## config.mk

```make
export PLATFORM = sky130hd
export DESIGN_NAME = bus_pfwb
export DESIGN_NICKNAME = d
export VERILOG_FILES = /design/src/rtl/pfwb_pkg.sv /design/src/rtl/pfwb_bank_cfg.sv /design/src/rtl/pfwb_pf_store.sv /design/src/rtl/pfwb_ctrl.sv /design/src/rtl/bus_pfwb.sv
export SDC_FILE = /design/constraint.sdc
export NUM_CORES = 1
export LEC_CHECK = 0
export CORE_ASPECT_RATIO = 0.8
export CORE_MARGIN = 4
export CORE_UTILIZATION = 40
export CTS_BUF_LIST = sky130_fd_sc_hd__clkbuf_16
export DETAILED_ROUTE_END_ITERATION = 8
export DONT_BUFFER_PORTS = 1
export GPL_TIMING_DRIVEN = 0
export SLEW_MARGIN = 5
export SYNTH_ARGS = -nofsm -noshare
export SYNTH_HDL_FRONTEND = slang
export SYNTH_SLANG_ARGS = --single-unit
```

## constraint.sdc

```tcl
create_clock -name clk -period 2.9 [get_ports clk]
set_input_delay 0.145 -clock clk [delete_from_list [all_inputs] [get_ports clk]]
set_output_delay 0.145 -clock clk [all_outputs]
set_load 0.05 [all_outputs]
```

## src/rtl/pfwb_pkg.sv

```systemverilog
package pfwb_pkg;
  typedef enum logic [2:0] {
    ST_IDLE  = 3'd0,
    ST_RD    = 3'd1,
    ST_WR    = 3'd2,
    ST_DRAIN = 3'd3,
    ST_PF    = 3'd4
  } pfwb_state_e;

  localparam logic [1:0] SZ_BYTE = 2'd0;
  localparam logic [1:0] SZ_HALF = 2'd1;
  localparam logic [1:0] SZ_WORD = 2'd2;
endpackage

```

## src/rtl/pfwb_bank_cfg.sv

```systemverilog
module pfwb_bank_cfg #(
  parameter int NBANK = 4
) (
  input  logic             cfg_indiv,
  input  logic [NBANK-1:0] cfg_pf_en,
  input  logic [NBANK-1:0] cfg_wb_dis,
  output logic [NBANK-1:0] pf_en_eff,
  output logic [NBANK-1:0] wb_en_eff
);
  for (genvar b = 0; b < NBANK; b++) begin : g_bank
    // common or per-bank selection
    assign pf_en_eff[b] = cfg_indiv ? cfg_pf_en[b]   : cfg_pf_en[0];
    assign wb_en_eff[b] = cfg_indiv ? !cfg_wb_dis[b] : !cfg_wb_dis[0];
  end
endmodule

```

## src/rtl/pfwb_pf_store.sv

```systemverilog
module pfwb_pf_store #(
  parameter int AW = 16,
  parameter int DW = 32
) (
  input  logic          clk,
  input  logic          rst_n,
  input  logic          load,
  input  logic [AW-1:0] load_addr,
  input  logic [1:0]    load_size,
  input  logic [DW-1:0] load_data,
  input  logic          inval,
  input  logic [AW-1:0] inval_addr,
  input  logic [AW-1:0] look_addr,
  input  logic [1:0]    look_size,
  output logic          hit,
  output logic [DW-1:0] hit_data
);
  logic          vld_q, vld_d;
  logic [AW-1:0] addr_q;
  logic [1:0]    size_q;
  logic [DW-1:0] data_q;

  always_comb begin
    vld_d = vld_q;
    if (load) begin
      vld_d = 1'b1;
    end else if (inval && (inval_addr[AW-1:2] == addr_q[AW-1:2])) begin
      vld_d = 1'b0;
    end
  end

  always_ff @(posedge clk or negedge rst_n) begin
    if (!rst_n) begin
      vld_q <= 1'b0;
    end else begin
      vld_q <= vld_d;
    end
  end

  always_ff @(posedge clk or negedge rst_n) begin
    if (!rst_n) begin
      addr_q <= '0;
      size_q <= '0;
      data_q <= '0;
    end else if (load) begin
      addr_q <= load_addr;
      size_q <= load_size;
      data_q <= load_data;
    end
  end

  assign hit      = vld_q && (look_addr == addr_q) && (look_size == size_q);
  assign hit_data = data_q;

  AST_INVAL_CLEARS: assert property (@(posedge clk) disable iff (!rst_n)
    (inval && !load && vld_q && inval_addr[AW-1:2] == addr_q[AW-1:2])
      |=> !hit) else $error("invalidated entry still hits");
endmodule

```

## src/rtl/pfwb_ctrl.sv

```systemverilog
module pfwb_ctrl
  import pfwb_pkg::*;
#(
  parameter int AW    = 16,
  parameter int DW    = 32,
  parameter int NBANK = 4
) (
  input  logic             clk,
  input  logic             rst_n,
  input  logic [NBANK-1:0] pf_en_eff,
  input  logic [NBANK-1:0] wb_en_eff,
  input  logic             h_req,
  input  logic             h_we,
  input  logic [AW-1:0]    h_addr,
  input  logic [1:0]       h_size,
  input  logic [DW-1:0]    h_wdata,
  input  logic             h_nofail,
  output logic             h_done,
  output logic [DW-1:0]    h_rdata,
  output logic             x_req,
  output logic             x_we,
  output logic [AW-1:0]    x_addr,
  output logic [1:0]       x_size,
  output logic [DW-1:0]    x_wdata,
  input  logic             x_done,
  input  logic [DW-1:0]    x_rdata,
  input  logic             pf_hit,
  input  logic [DW-1:0]    pf_hit_data,
  output logic             pf_load,
  output logic             pf_inval,
  output logic             busy
);
  localparam int BW = $clog2(NBANK);

  pfwb_state_e   st_q, st_d;
  logic [AW-1:0] op_addr_q, op_addr_d;
  logic [1:0]    op_size_q, op_size_d;
  logic [DW-1:0] op_wdata_q, op_wdata_d;
  logic          op_we_q, op_we_d;
  logic          op_ld;

  logic          take, rd_hit, wr_buf;
  logic [AW-1:0] base_addr;
  logic [1:0]    base_size;
  logic [AW:0]   step, nxt;
  logic          pf_ok;

  assign take   = (st_q == ST_IDLE) && h_req;
  assign rd_hit = take && !h_we && pf_hit;
  assign wr_buf = take && h_we && h_nofail && wb_en_eff[h_addr[AW-1 -: BW]];

  // next sequential item of the same width, same bank only
  assign base_addr = (st_q == ST_IDLE) ? h_addr : op_addr_q;
  assign base_size = (st_q == ST_IDLE) ? h_size : op_size_q;
  assign step      = (AW+1)'(1) << base_size;
  assign nxt       = {1'b0, base_addr} + step;
  assign pf_ok     = pf_en_eff[base_addr[AW-1 -: BW]] && !nxt[AW] &&
                     (nxt[AW-1 -: BW] == base_addr[AW-1 -: BW]);

  always_comb begin
    st_d       = st_q;
    op_ld      = 1'b0;
    op_addr_d  = op_addr_q;
    op_size_d  = op_size_q;
    op_wdata_d = op_wdata_q;
    op_we_d    = op_we_q;
    case (st_q)
      ST_IDLE: begin
        if (take) begin
          if (rd_hit) begin
            if (pf_ok) begin
              st_d      = ST_PF;
              op_ld     = 1'b1;
              op_addr_d = nxt[AW-1:0];
              op_size_d = h_size;
              op_we_d   = 1'b0;
            end
          end else begin
            op_ld      = 1'b1;
            op_addr_d  = h_addr;
            op_size_d  = h_size;
            op_wdata_d = h_wdata;
            op_we_d    = h_we;
            if (!h_we)       st_d = ST_RD;
            else if (wr_buf) st_d = ST_DRAIN;
            else             st_d = ST_WR;
          end
        end
      end
      ST_RD: begin
        if (x_done) begin
          if (pf_ok) begin
            st_d      = ST_PF;
            op_ld     = 1'b1;
            op_addr_d = nxt[AW-1:0];
            op_we_d   = 1'b0;
          end else begin
            st_d = ST_IDLE;
          end
        end
      end
      ST_WR, ST_DRAIN, ST_PF: begin
        if (x_done) st_d = ST_IDLE;
      end
      default: st_d = ST_IDLE;
    endcase
  end

  always_ff @(posedge clk or negedge rst_n) begin
    if (!rst_n) begin
      st_q <= ST_IDLE;
    end else begin
      st_q <= st_d;
    end
  end

  always_ff @(posedge clk or negedge rst_n) begin
    if (!rst_n) begin
      op_addr_q  <= '0;
      op_size_q  <= '0;
      op_wdata_q <= '0;
      op_we_q    <= 1'b0;
    end else if (op_ld) begin
      op_addr_q  <= op_addr_d;
      op_size_q  <= op_size_d;
      op_wdata_q <= op_wdata_d;
      op_we_q    <= op_we_d;
    end
  end

  assign h_done   = rd_hit || wr_buf ||
                    (((st_q == ST_RD) || (st_q == ST_WR)) && x_done);
  assign h_rdata  = (st_q == ST_RD) ? x_rdata : pf_hit_data;
  assign x_req    = (st_q != ST_IDLE);
  assign x_we     = op_we_q;
  assign x_addr   = op_addr_q;
  assign x_size   = op_size_q;
  assign x_wdata  = op_wdata_q;
  assign pf_load  = (st_q == ST_PF) && x_done;
  assign pf_inval = take && h_we;
  assign busy     = (st_q != ST_IDLE);

  AST_RESET_QUIET: assert property (@(posedge clk)
    !rst_n |=> !x_req) else $error("request during reset");
  AST_EXT_HELD: assert property (@(posedge clk) disable iff (!rst_n)
    (x_req && !x_done) |=> (x_req && $stable(x_addr) && $stable(x_we)))
    else $error("external request dropped early");
  AST_BUSY_COVERS_EXT: assert property (@(posedge clk) disable iff (!rst_n)
    x_req |-> busy) else $error("busy low with access open");
  AST_WRITE_NO_PF: assert property (@(posedge clk) disable iff (!rst_n)
    (x_req && x_we && x_done) |=> !x_req) else $error("access after write");
  AST_BUF_NEEDS_NOFAIL: assert property (@(posedge clk) disable iff (!rst_n)
    (h_done && h_we && !x_req) |-> h_nofail) else $error("faultable write posted");
  AST_DRAIN_NO_ACCEPT: assert property (@(posedge clk) disable iff (!rst_n)
    (st_q == ST_DRAIN) |-> !h_done) else $error("request passed drain");
endmodule

```

## src/rtl/bus_pfwb.sv

```systemverilog
module bus_pfwb #(
  parameter int AW    = 16,
  parameter int DW    = 32,
  parameter int NBANK = 4
) (
  input  logic             clk,
  input  logic             rst_n,
  input  logic             cfg_indiv,
  input  logic [NBANK-1:0] cfg_pf_en,
  input  logic [NBANK-1:0] cfg_wb_dis,
  input  logic             h_req,
  input  logic             h_we,
  input  logic [AW-1:0]    h_addr,
  input  logic [1:0]       h_size,
  input  logic [DW-1:0]    h_wdata,
  input  logic             h_nofail,
  output logic             h_done,
  output logic [DW-1:0]    h_rdata,
  output logic             x_req,
  output logic             x_we,
  output logic [AW-1:0]    x_addr,
  output logic [1:0]       x_size,
  output logic [DW-1:0]    x_wdata,
  input  logic             x_done,
  input  logic [DW-1:0]    x_rdata,
  output logic             busy
);
  logic [1:0]       rst_sync_q;
  logic             rst_int_n;
  logic [NBANK-1:0] pf_en_eff, wb_en_eff;
  logic             pf_hit, pf_load, pf_inval;
  logic [DW-1:0]    pf_hit_data;

  // asynchronous assert, synchronous release
  always_ff @(posedge clk or negedge rst_n) begin
    if (!rst_n) begin
      rst_sync_q <= 2'b00;
    end else begin
      rst_sync_q <= {rst_sync_q[0], 1'b1};
    end
  end
  assign rst_int_n = rst_sync_q[1];

  pfwb_bank_cfg #(.NBANK(NBANK)) i_cfg (
    .cfg_indiv (cfg_indiv),
    .cfg_pf_en (cfg_pf_en),
    .cfg_wb_dis(cfg_wb_dis),
    .pf_en_eff (pf_en_eff),
    .wb_en_eff (wb_en_eff)
  );

  pfwb_pf_store #(.AW(AW), .DW(DW)) i_store (
    .clk       (clk),
    .rst_n     (rst_int_n),
    .load      (pf_load),
    .load_addr (x_addr),
    .load_size (x_size),
    .load_data (x_rdata),
    .inval     (pf_inval),
    .inval_addr(h_addr),
    .look_addr (h_addr),
    .look_size (h_size),
    .hit       (pf_hit),
    .hit_data  (pf_hit_data)
  );

  pfwb_ctrl #(.AW(AW), .DW(DW), .NBANK(NBANK)) i_ctrl (
    .clk        (clk),
    .rst_n      (rst_int_n),
    .pf_en_eff  (pf_en_eff),
    .wb_en_eff  (wb_en_eff),
    .h_req      (h_req),
    .h_we       (h_we),
    .h_addr     (h_addr),
    .h_size     (h_size),
    .h_wdata    (h_wdata),
    .h_nofail   (h_nofail),
    .h_done     (h_done),
    .h_rdata    (h_rdata),
    .x_req      (x_req),
    .x_we       (x_we),
    .x_addr     (x_addr),
    .x_size     (x_size),
    .x_wdata    (x_wdata),
    .x_done     (x_done),
    .x_rdata    (x_rdata),
    .pf_hit     (pf_hit),
    .pf_hit_data(pf_hit_data),
    .pf_load    (pf_load),
    .pf_inval   (pf_inval),
    .busy       (busy)
  );
endmodule

```

==> impl_metrics.toml, run 1 <==
[run_status]
outcome = "complete, but fails checks"
violations = "negative hold slack, negative setup slack"

[placed_design]
place_congestion = 0.890
dp_hpwl_mm = 11.8
portBuffers = 0
place_inst = 699

[worst_setup_path]
reg2reg_to = "i_ctrl.x_addr[14]"
cp-end-kind = "flop"
r2r_slack_ns = -0.63
crit_path_start_kind = "flop"
r2r_cells = 16
crit_path_max_fanout = 7
worstPathArrival_ns = 3.78
r2r_start = "i_ctrl.st_q[1]"
cp.required_ns = 3.14
crit_type = "flop to flop"

[sta]
fin_hold_ws_ns = -0.00699
drv_slew = 0
period_needed_ns = 3.53
finalSetupViolCount = 22
hold_violations = 1
fin_skew_ns = 0.00925
fin_ws_ns = -0.631
finalSetupTns_ns = -12.79
final.period_utilization_pct = 122
tightest_slew_ns = 0.790
fmax_mhz = 283
max-slew-margin-rel_pct = 47.3
rsz0062_at_grt = "yes"

[final_layout]
final_cells = 830
post-route-util_pct = 56.3
drive_gt1_share_pct = 36.4
areaGrowthSynthToFinish_pct = 34.9
layout_common_cells = "117 x mux2_2, 104 x dfrtp_1, 80 x dlygate4sd3_1, 43 x nand2_1, 28 x buf_4"
fin_nets = 747
mostFrequentLayoutCell = "mux2_2"

[route]
ant_nets = 0
wl_per_cell_um = 21.3
routed_via_density = 5.67
post-route-drc-count = 0
dr.pass1.iters = 5
vias = 4710
drt_iter0_markers = 254
wirelength_mm = 17.7

[clocking]
root_buffer = "clkbuf_16"
clk_pin_slew_worst_paths_ns = 0.07
cts_made_buffers = 9
cts_buffer_depth = 2
insertion_delay_ns = 0.36
clock_sinks = 107
htree_num_levels = 3
cts_tree = "yes"

[synth]
yosysTopAreaCellShare_pct = 46.4
synth_edf_count = 0
synthDistinctLibCells = 57
synthArstFlopShare_pct = 100
synth-seq-area-share_pct = 46.4
yosys.area.top_type = "dfrtp_1"
syn_inst = 518
synth_ff_type = "dfrtp_1"
synth-seq-cells = 107
ys.warnings.count = 0
synth_area_leaders = "dfrtp_1 46%, mux2_2 23%, nand2_1 3.7%"
syn_nets = 620
syn_area_per_cell_um2 = 11.1
syn_area_um2 = 5780

[floorplan]
num_io_pins = 183
num_rows = 38
coreArea_um2 = 13800
start_util_pct = 41.7
die_area_um2 = 16400
die_w_um = 142
die_h_um = 115

[global_routing]
antenna_found_initial = 1
grt_pass1_vias = 4912
grt_first_pass_wirelength_mm = 27.0
grt_overflow_total = 0
grt_max_degree = 59
track_usage_pct = 21.4

[worst_hold_path]
worstHoldPathType = "input pin to flop"
whs_endpoint = "i_ctrl.x_addr[10]"
whs_path_depth = 2
hold_start = "h_addr[10]"

[job]
max-cap-violations = 0
## flip-flops by register name (all words and copies together) (netlist names)
| register | flops |
|---|---|
| i_ctrl.x_wdata | 32 |
| i_store.size_q | 2 |
| i_ctrl.x_we | 1 |
| i_store.hit_data | 32 |
| rst_sync_q | 2 |
| i_ctrl.x_addr | 16 |
| i_ctrl.st_q | 3 |
| i_store.vld_q | 1 |
| i_ctrl.x_size | 2 |
| i_store.addr_q | 16 |
## critical path, cell delays in order, from the launching register on
cell	delay, ns
dfrtp_2	0.43
nor3_4	0.32
inv_4	0.07
buf_8	0.15
buf_12	0.15
or3_4	0.34
o31ai_4	0.08
ha_4	0.18
fa_2	0.19
a21o_1	0.19
a21oi_4	0.10
a2bb2oi_2	0.18
a311oi_4	0.11
buf_6	0.16
buf_4	0.13
o21ai_4	0.25
mux2_2	0.36
## timing repair
| item | CTS | global route |
|---|---|---|
| setup endpoints to repair | 23 | 23 |
| resized for setup | 29 | 29 |
| pin swaps | 15 | 16 |
| gates cloned | 4 | 1 |
| setup buffers | 26 | 7 |
| hold endpoints to repair | 79 | 2 |
| hold buffers | 78 | 2 |
## routing by layer
layer / GRT usage, % / part of all wire [%] / vias to the layer above
li1: - / - / 2120
met4: 6.52 / 1.9 / 0
met3: 8.25 / 11 / 27
met1: 28.1 / 41 / 2306
met2: 33.1 / 46 / 257
met5: 0 / 0 / -
## final cells by class
| class | instances | area [µm²] |
|---|---|---|
| inverter | 7 | 28.8 |
| clock inverter | 6 | 61.3 |
| clock buffer | 9 | 225 |
| sequential | 107 | 2680 |
| fill | 1137 | 6040 |
| tap | 180 | 225 |
| multi-input combinational | 375 | 3200 |
| antenna | 1 | 2.50 |
| timing repair buffer | 116 | 1140 |
| buffer | 29 | 224 |
## worst max path at each step
stage / startpoint / endpoint / slack (ns) / cells after the start
finish: i_ctrl.st_q[1] / i_ctrl.x_addr[14] / -0.63 / 16
global route: i_ctrl.st_q[1] / i_ctrl.x_addr[10] / -0.73 / 18
CTS: i_ctrl.st_q[1] / i_ctrl.x_addr[6] / -0.63 / 18
detailed placement: i_ctrl.st_q[2] / i_ctrl.x_addr[11] / -1.17 / 15
global placement: i_ctrl.st_q[2] / i_ctrl.x_addr[11] / -1.14 / 15
floorplan: i_ctrl.st_q[2] / i_ctrl.x_addr[11] / -0.56 / 15
## Yosys cell counts (all sizes together) (10+ instances only)
cell type and number:
nor3 10, xor2 18, clkbuf 19, xnor2 10, mux2 119, mux2i 11
nand3 14, buf 11, dfrtp 107, nand2 57, o21ai 27, a21oi 14
nor2 15
## through the flow
stage               worst slack, ns  instance area [µm²]
finish                       -0.631                 7790
global route                 -0.735                 7790
CTS                          -0.629                 7600
detailed placement            -1.17                 6190
global placement              -1.14                 6160
floorplan                    -0.555                 5940
## logic make-up (layout without fill, tap and decap cells)
family	Yosys count	after routing	share of synthesized area, %
compound gates	82	83	9.49
buf+inv	37	167	2.75
flops	107	107	46.4
other cells	1	2	0.0649
simple gates	128	128	10.8
mux	130	130	25.1
xor+xnor	28	28	4.25
fa+ha+maj	5	5	1.21
Power of run 1 is not shown: default switching activity piles up to over one toggle a cycle in this logic, so the estimate is an artifact.
==> run 2, diff against run 1 <==
--- a/config.mk
+++ b/config.mk
@@ -5,7 +5,6 @@
 export SDC_FILE = /design/constraint.sdc
 export NUM_CORES = 1
 export LEC_CHECK = 0
-export CORE_ASPECT_RATIO = 0.8
 export CORE_MARGIN = 4
 export CORE_UTILIZATION = 40
 export CTS_BUF_LIST = sky130_fd_sc_hd__clkbuf_16
==> run 2 against run 1 <==
The flow finishes with violations (negative setup slack); global-route usage shrank 0.68 points; routed wire length shrank 0.72%; register-to-register slack gained 0.13 ns; cell count shrank 0.96%; critical path type unchanged.
==> impl_metrics.toml, run 2 (synthesized netlist as in run 1, its figures left out) <==
[global_routing]
grt_first_pass_wirelength_mm = 26.5
grt_pass1_vias = 5044
antenna_found_initial = 0
grt_max_degree = 58
grt_overflow_total = 0
track_usage_pct = 20.7

[clocking]
cts_tree = "yes"
insertion_delay_ns = 0.35
htree_num_levels = 3
clk_pin_slew_worst_paths_ns = 0.08
cts_made_buffers = 9
cts_buffer_depth = 2
clock_sinks = 107
root_buffer = "clkbuf_16"

[sta]
fmax_mhz = 294
rsz0062_at_grt = "yes"
finalSetupTns_ns = -9.95
tightest_slew_ns = 0.753
fin_ws_ns = -0.499
fin_skew_ns = 0.00751
finalSetupViolCount = 22
period_needed_ns = 3.40
hold_violations = 0
max-slew-margin-rel_pct = 49.8
final.period_utilization_pct = 117
drv_slew = 0

[route]
top_layer_used = "met4"
drt-met1-wl_mm = 6.75
wl_met3_mm = 1.75
vias = 4708
wirelength_mm = 17.6
post-route-drc-count = 0
wl_per_cell_um = 21.4
drt_iter0_markers = 255
wl_met2_mm = 8.74
ant_nets = 0
routed_via_density = 5.73
dr.pass1.iters = 5

[placed_design]
place_inst = 699
dp_slack_ns = -1.06
place_congestion = 0.876
dp_hpwl_mm = 11.6
portBuffers = 0

[job]
max-cap-violations = 0

[final_layout]
num_antenna_cells = 0
drive_gt1_share_pct = 36.4
final_cells = 822
fin_nets = 739
layout_common_cells = "115 x mux2_2, 104 x dfrtp_1, 74 x dlygate4sd3_1, 48 x nand2_1, 27 x buf_4"
areaGrowthSynthToFinish_pct = 34.2
fillers = 1192
mostFrequentLayoutCell = "mux2_2"
multiInputGateArea_um2 = 3240
seq_area_um2 = 2680

[worst_setup_path]
worstPathArrival_ns = 3.64
cp.required_ns = 3.14
crit_path_start_kind = "flop"
cp-end-kind = "flop"
crit_path_max_fanout = 8
crit_type = "flop to flop"

[floorplan]
die_h_um = 128
coreArea_um2 = 14000
die_w_um = 128
die_area_um2 = 16400
num_rows = 43
start_util_pct = 41.3
num_io_pins = 183

[run_status]
violations = "negative setup slack"
outcome = "complete, but fails checks"

[worst_hold_path]
worstHoldPathType = "input pin to flop"
-- run 2: worst max-delay path: stages, from the launching register on --
cell and delay (ns):
dfrtp_1 0.42, nor3_4 0.31, inv_4 0.08, buf_12 0.14, buf_12 0.15, nand2_4 0.07, nand2_2 0.06, ha_4 0.16
fa_2 0.33, a21o_1 0.20, a211o_1 0.31, a311oi_4 0.27, buf_6 0.17, buf_8 0.15, a31oi_4 0.09, o32a_1 0.37
-- run 2: layout make-up --
cell class                      instances  share of cell area [%]
Buffer                                 28                    2.65
Clock buffer                            9                    2.91
Clock inverter                          7                   0.775
Inverter                                7                   0.371
Multi-Input combinational cell        375                    41.9
Sequential cell                       107                    34.6
Tap cell                              180                    2.91
Timing Repair Buffer                  109                    13.9
-- run 2: metal layers --
layer / track usage [%] / vias to the layer above
met2: 35.3 / 251
met1: 24.4 / 2313
li1: - / 2106
met4: 6.37 / 0
met3: 7.46 / 38
met5: 0 / -
-- run 2: what timing repair did --
item | in CTS | in global routing
hold endpoints to repair | 75 | 0
endpoints found under the setup margin | 23 | 23
setup buffers | 21 | 11
cloned | 3 | 1
hold buffers | 74 | 0
resized for setup | 34 | 33
pin swaps | 11 | 23
-- run 2: metrics by stage --
| stage | hold slack [ns] | utilization [%] | cell area (µm²) |
|---|---|---|---|
| after floorplan | -0.151 | - | 5940 |
| after global placement | -0.150 | 44.1 | 6160 |
| after detailed placement | -0.150 | 44.3 | 6190 |
| after global routing | 0.00617 | 55.4 | 7750 |
| final | 0.0125 | 55.4 | 7750 |
| after CTS | 0.0000221 | 53.7 | 7520 |
-- run 2: final timing paths --
path / startpoint / end / slack (ns) / cells after the start
max: i_ctrl.st_q[2] / i_ctrl.x_addr[11] / -0.50 / 15
min: h_addr[7] / i_ctrl.x_addr[7] / 0.01 / 2
max reg2reg: i_ctrl.st_q[2] / i_ctrl.x_addr[11] / -0.50 / 15
min reg2reg: rst_sync_q[0] / rst_sync_q[1] / 0.35 / 0
max in group asynchronous: rst_sync_q[1] / i_ctrl.x_wdata[5] / 1.85 / 1
min in group asynchronous: rst_n / rst_sync_q[1] / 0.03 / 1
Power of run 2 is left out for the same reason.
==> run 3, diff against run 2 <==
--- a/config.mk
+++ b/config.mk
@@ -5,12 +5,15 @@
 export SDC_FILE = /design/constraint.sdc
 export NUM_CORES = 1
 export LEC_CHECK = 0
+export CELL_PAD_IN_SITES_DETAIL_PLACEMENT = 1
+export CELL_PAD_IN_SITES_GLOBAL_PLACEMENT = 2
 export CORE_MARGIN = 4
-export CORE_UTILIZATION = 40
+export CORE_UTILIZATION = 36
 export CTS_BUF_LIST = sky130_fd_sc_hd__clkbuf_16
 export DETAILED_ROUTE_END_ITERATION = 8
 export DONT_BUFFER_PORTS = 1
 export GPL_TIMING_DRIVEN = 0
+export PLACE_DENSITY_LB_ADDON = 0.1
 export SLEW_MARGIN = 5
 export SYNTH_ARGS = -nofsm -noshare
 export SYNTH_HDL_FRONTEND = slang
==> run 3 against run 2 <==
The flow still finishes with violations (negative setup slack); setup slack worse by 0.18 ns; utilization shrank 6.1 points; clock skew shrank 0.0015 ns; via count down 2.7%; critical path type unchanged; largest cell class unchanged.
==> impl_metrics.toml, run 3 (synthesized netlist as in run 1, its figures left out) <==
[sta]
final.period_utilization_pct = 123
finalSetupViolCount = 22
fin_skew_ns = 0.00601
drv_slew = 0
hold_violations = 0
rsz0062_at_grt = "yes"
fmax_mhz = 279
fin_ws_ns = -0.679
period_needed_ns = 3.58
max-slew-margin-rel_pct = 42.4
tightest_slew_ns = 0.863

[worst_setup_path]
cp-end-kind = "flop"
crit_path_start_kind = "flop"
slowest_stage = "dfrtp_1"
startpoint = "i_ctrl.st_q[2]"
cp_cell_sequence = "nor3_4, inv_4, buf_12, buf_12, nand2_4, nand2_4, ha_4, fa_2, a21o_1, a21oi_4, a2bb2oi_4, a311oi_4, buf_6, buf_6, o21ai_4, buf_12, nor3_4, o32a_1"
worstPathArrival_ns = 3.87
crit_type = "flop to flop"
r2r_slack_ns = -0.68
r2r_start = "i_ctrl.st_q[2]"
cp.required_ns = 3.19
endpoint = "i_ctrl.x_addr[11]"
crit_path_max_fanout = 8
reg2reg_to = "i_ctrl.x_addr[11]"
crit_top_cell = "buf_12"
critPathMaxStageDelay_ns = 0.42
r2r_cells = 18

[floorplan]
num_io_pins = 183
start_util_pct = 36.5
coreArea_um2 = 15800
die_h_um = 135
die_area_um2 = 18100
die_w_um = 135
num_rows = 46

[final_layout]
layout_common_cells = "115 x mux2_2, 104 x dfrtp_1, 73 x dlygate4sd3_1, 50 x nand2_1, 25 x buf_4"
fillers = 1663
mostFrequentLayoutCell = "mux2_2"
areaGrowthSynthToFinish_pct = 35.1
fin_nets = 733
drive_gt1_share_pct = 36.0
num_antenna_cells = 0

[placed_design]
portBuffers = 0
dp_hpwl_mm = 12.4
dp_slack_ns = -1.21
place_congestion = 0.786

[clocking]
htree_num_levels = 3
cts_tree = "yes"
root_buffer = "clkbuf_16"
insertion_delay_ns = 0.35
cts_made_buffers = 9
clk_pin_slew_worst_paths_ns = 0.08
clock_sinks = 107
cts_buffer_depth = 2

[route]
routed_via_density = 5.37
dr.pass1.iters = 4
ant_nets = 0
wirelength_mm = 18.7
drt_iter0_markers = 150
vias = 4579
post-route-drc-count = 0
wl_per_cell_um = 22.0

[run_status]
violations = "negative setup slack"
outcome = "complete, but fails checks"

[global_routing]
grt_max_degree = 54
track_usage_pct = 20.3
grt_overflow_total = 0
grt_pass1_vias = 5097
antenna_found_initial = 0
grt_first_pass_wirelength_mm = 28.7

[job]
max-cap-violations = 0

[worst_hold_path]
worstHoldPathType = "input pin to flop"
-- run 3: cell types whose count changed in the layout (fill, tap and decap cells not counted), moves of 3 or more --
cell,change
clkinv_4,-3
nor3_2,-3
o21ai_1,-7
o22ai_2,+3
buf_6,-4
nand2_2,-4
o22ai_1,-3
o21ai_2,+7
-- run 3: through the flow --
step	std cells	hold WS, ns	TNS [ns]	cell area (µm²)	utilization (%)
floorplan	518	-0.151	-8.08	5940	-
global placement	734	-0.151	-23.36	6210	39.2
detailed placement	735	-0.151	-23.53	6240	39.4
CTS	843	0.00339	-14.58	7580	47.9
global route	852	0.00695	-16.26	7800	49.3
finish	852	0.0110	-13.17	7800	49.3
-- run 3: timing repair --
item	4_1_cts	5_1_grt
hold endpoints to repair	74	0
resized for setup	33	34
hold buffers	73	0
pin swaps	15	17
buffers inserted	18	11
cloned	1	2
endpoints found under the setup margin	48	23
-- run 3: critical path, delay by kind of cell (launching register included) --
kind	cells	cell delay, ns
AO/OA/AOI/OAI	6	1.16
buffers and inverters	6	0.82
flip-flops	1	0.42
AND/OR/NAND/NOR	4	0.59
adder cells (fa/ha/maj)	2	0.49
-- run 3: worst min-delay path by stage --
stage,from,to,slack [ns],cells after the start
floorplan,rst_n,rst_sync_q[0],-0.15,0
global placement,rst_n,rst_sync_q[0],-0.15,0
detailed placement,rst_n,rst_sync_q[0],-0.15,0
CTS,h_addr[5],i_ctrl.x_addr[5],0.003,2
global route,h_addr[3],i_ctrl.x_addr[3],0.007,2
finish,h_addr[2],i_ctrl.x_addr[2],0.01,2
-- run 3: metal layers --
layer  GRT usage (%)  vias up  share of wire (%)
li1                -     2097                  -
met1            25.8     2343                 43
met2            33.8      126                 49
met3            6.63       13                6.9
met4            4.81        0               0.98
met5               0        -                  0
-- run 3: final cells by class --
cell class,count,area (µm²),area share [%]
multi-input cells,374,3240,41.5
flip-flops and latches,107,2680,34.4
repair buffers,105,1070,13.7
well taps,216,270,3.46
clock buffers,9,225,2.89
plain buffers,27,204,2.61
clock inverters,7,85.1,1.09
inverters,7,28.8,0.369
Power of run 3 is left out for the same reason.
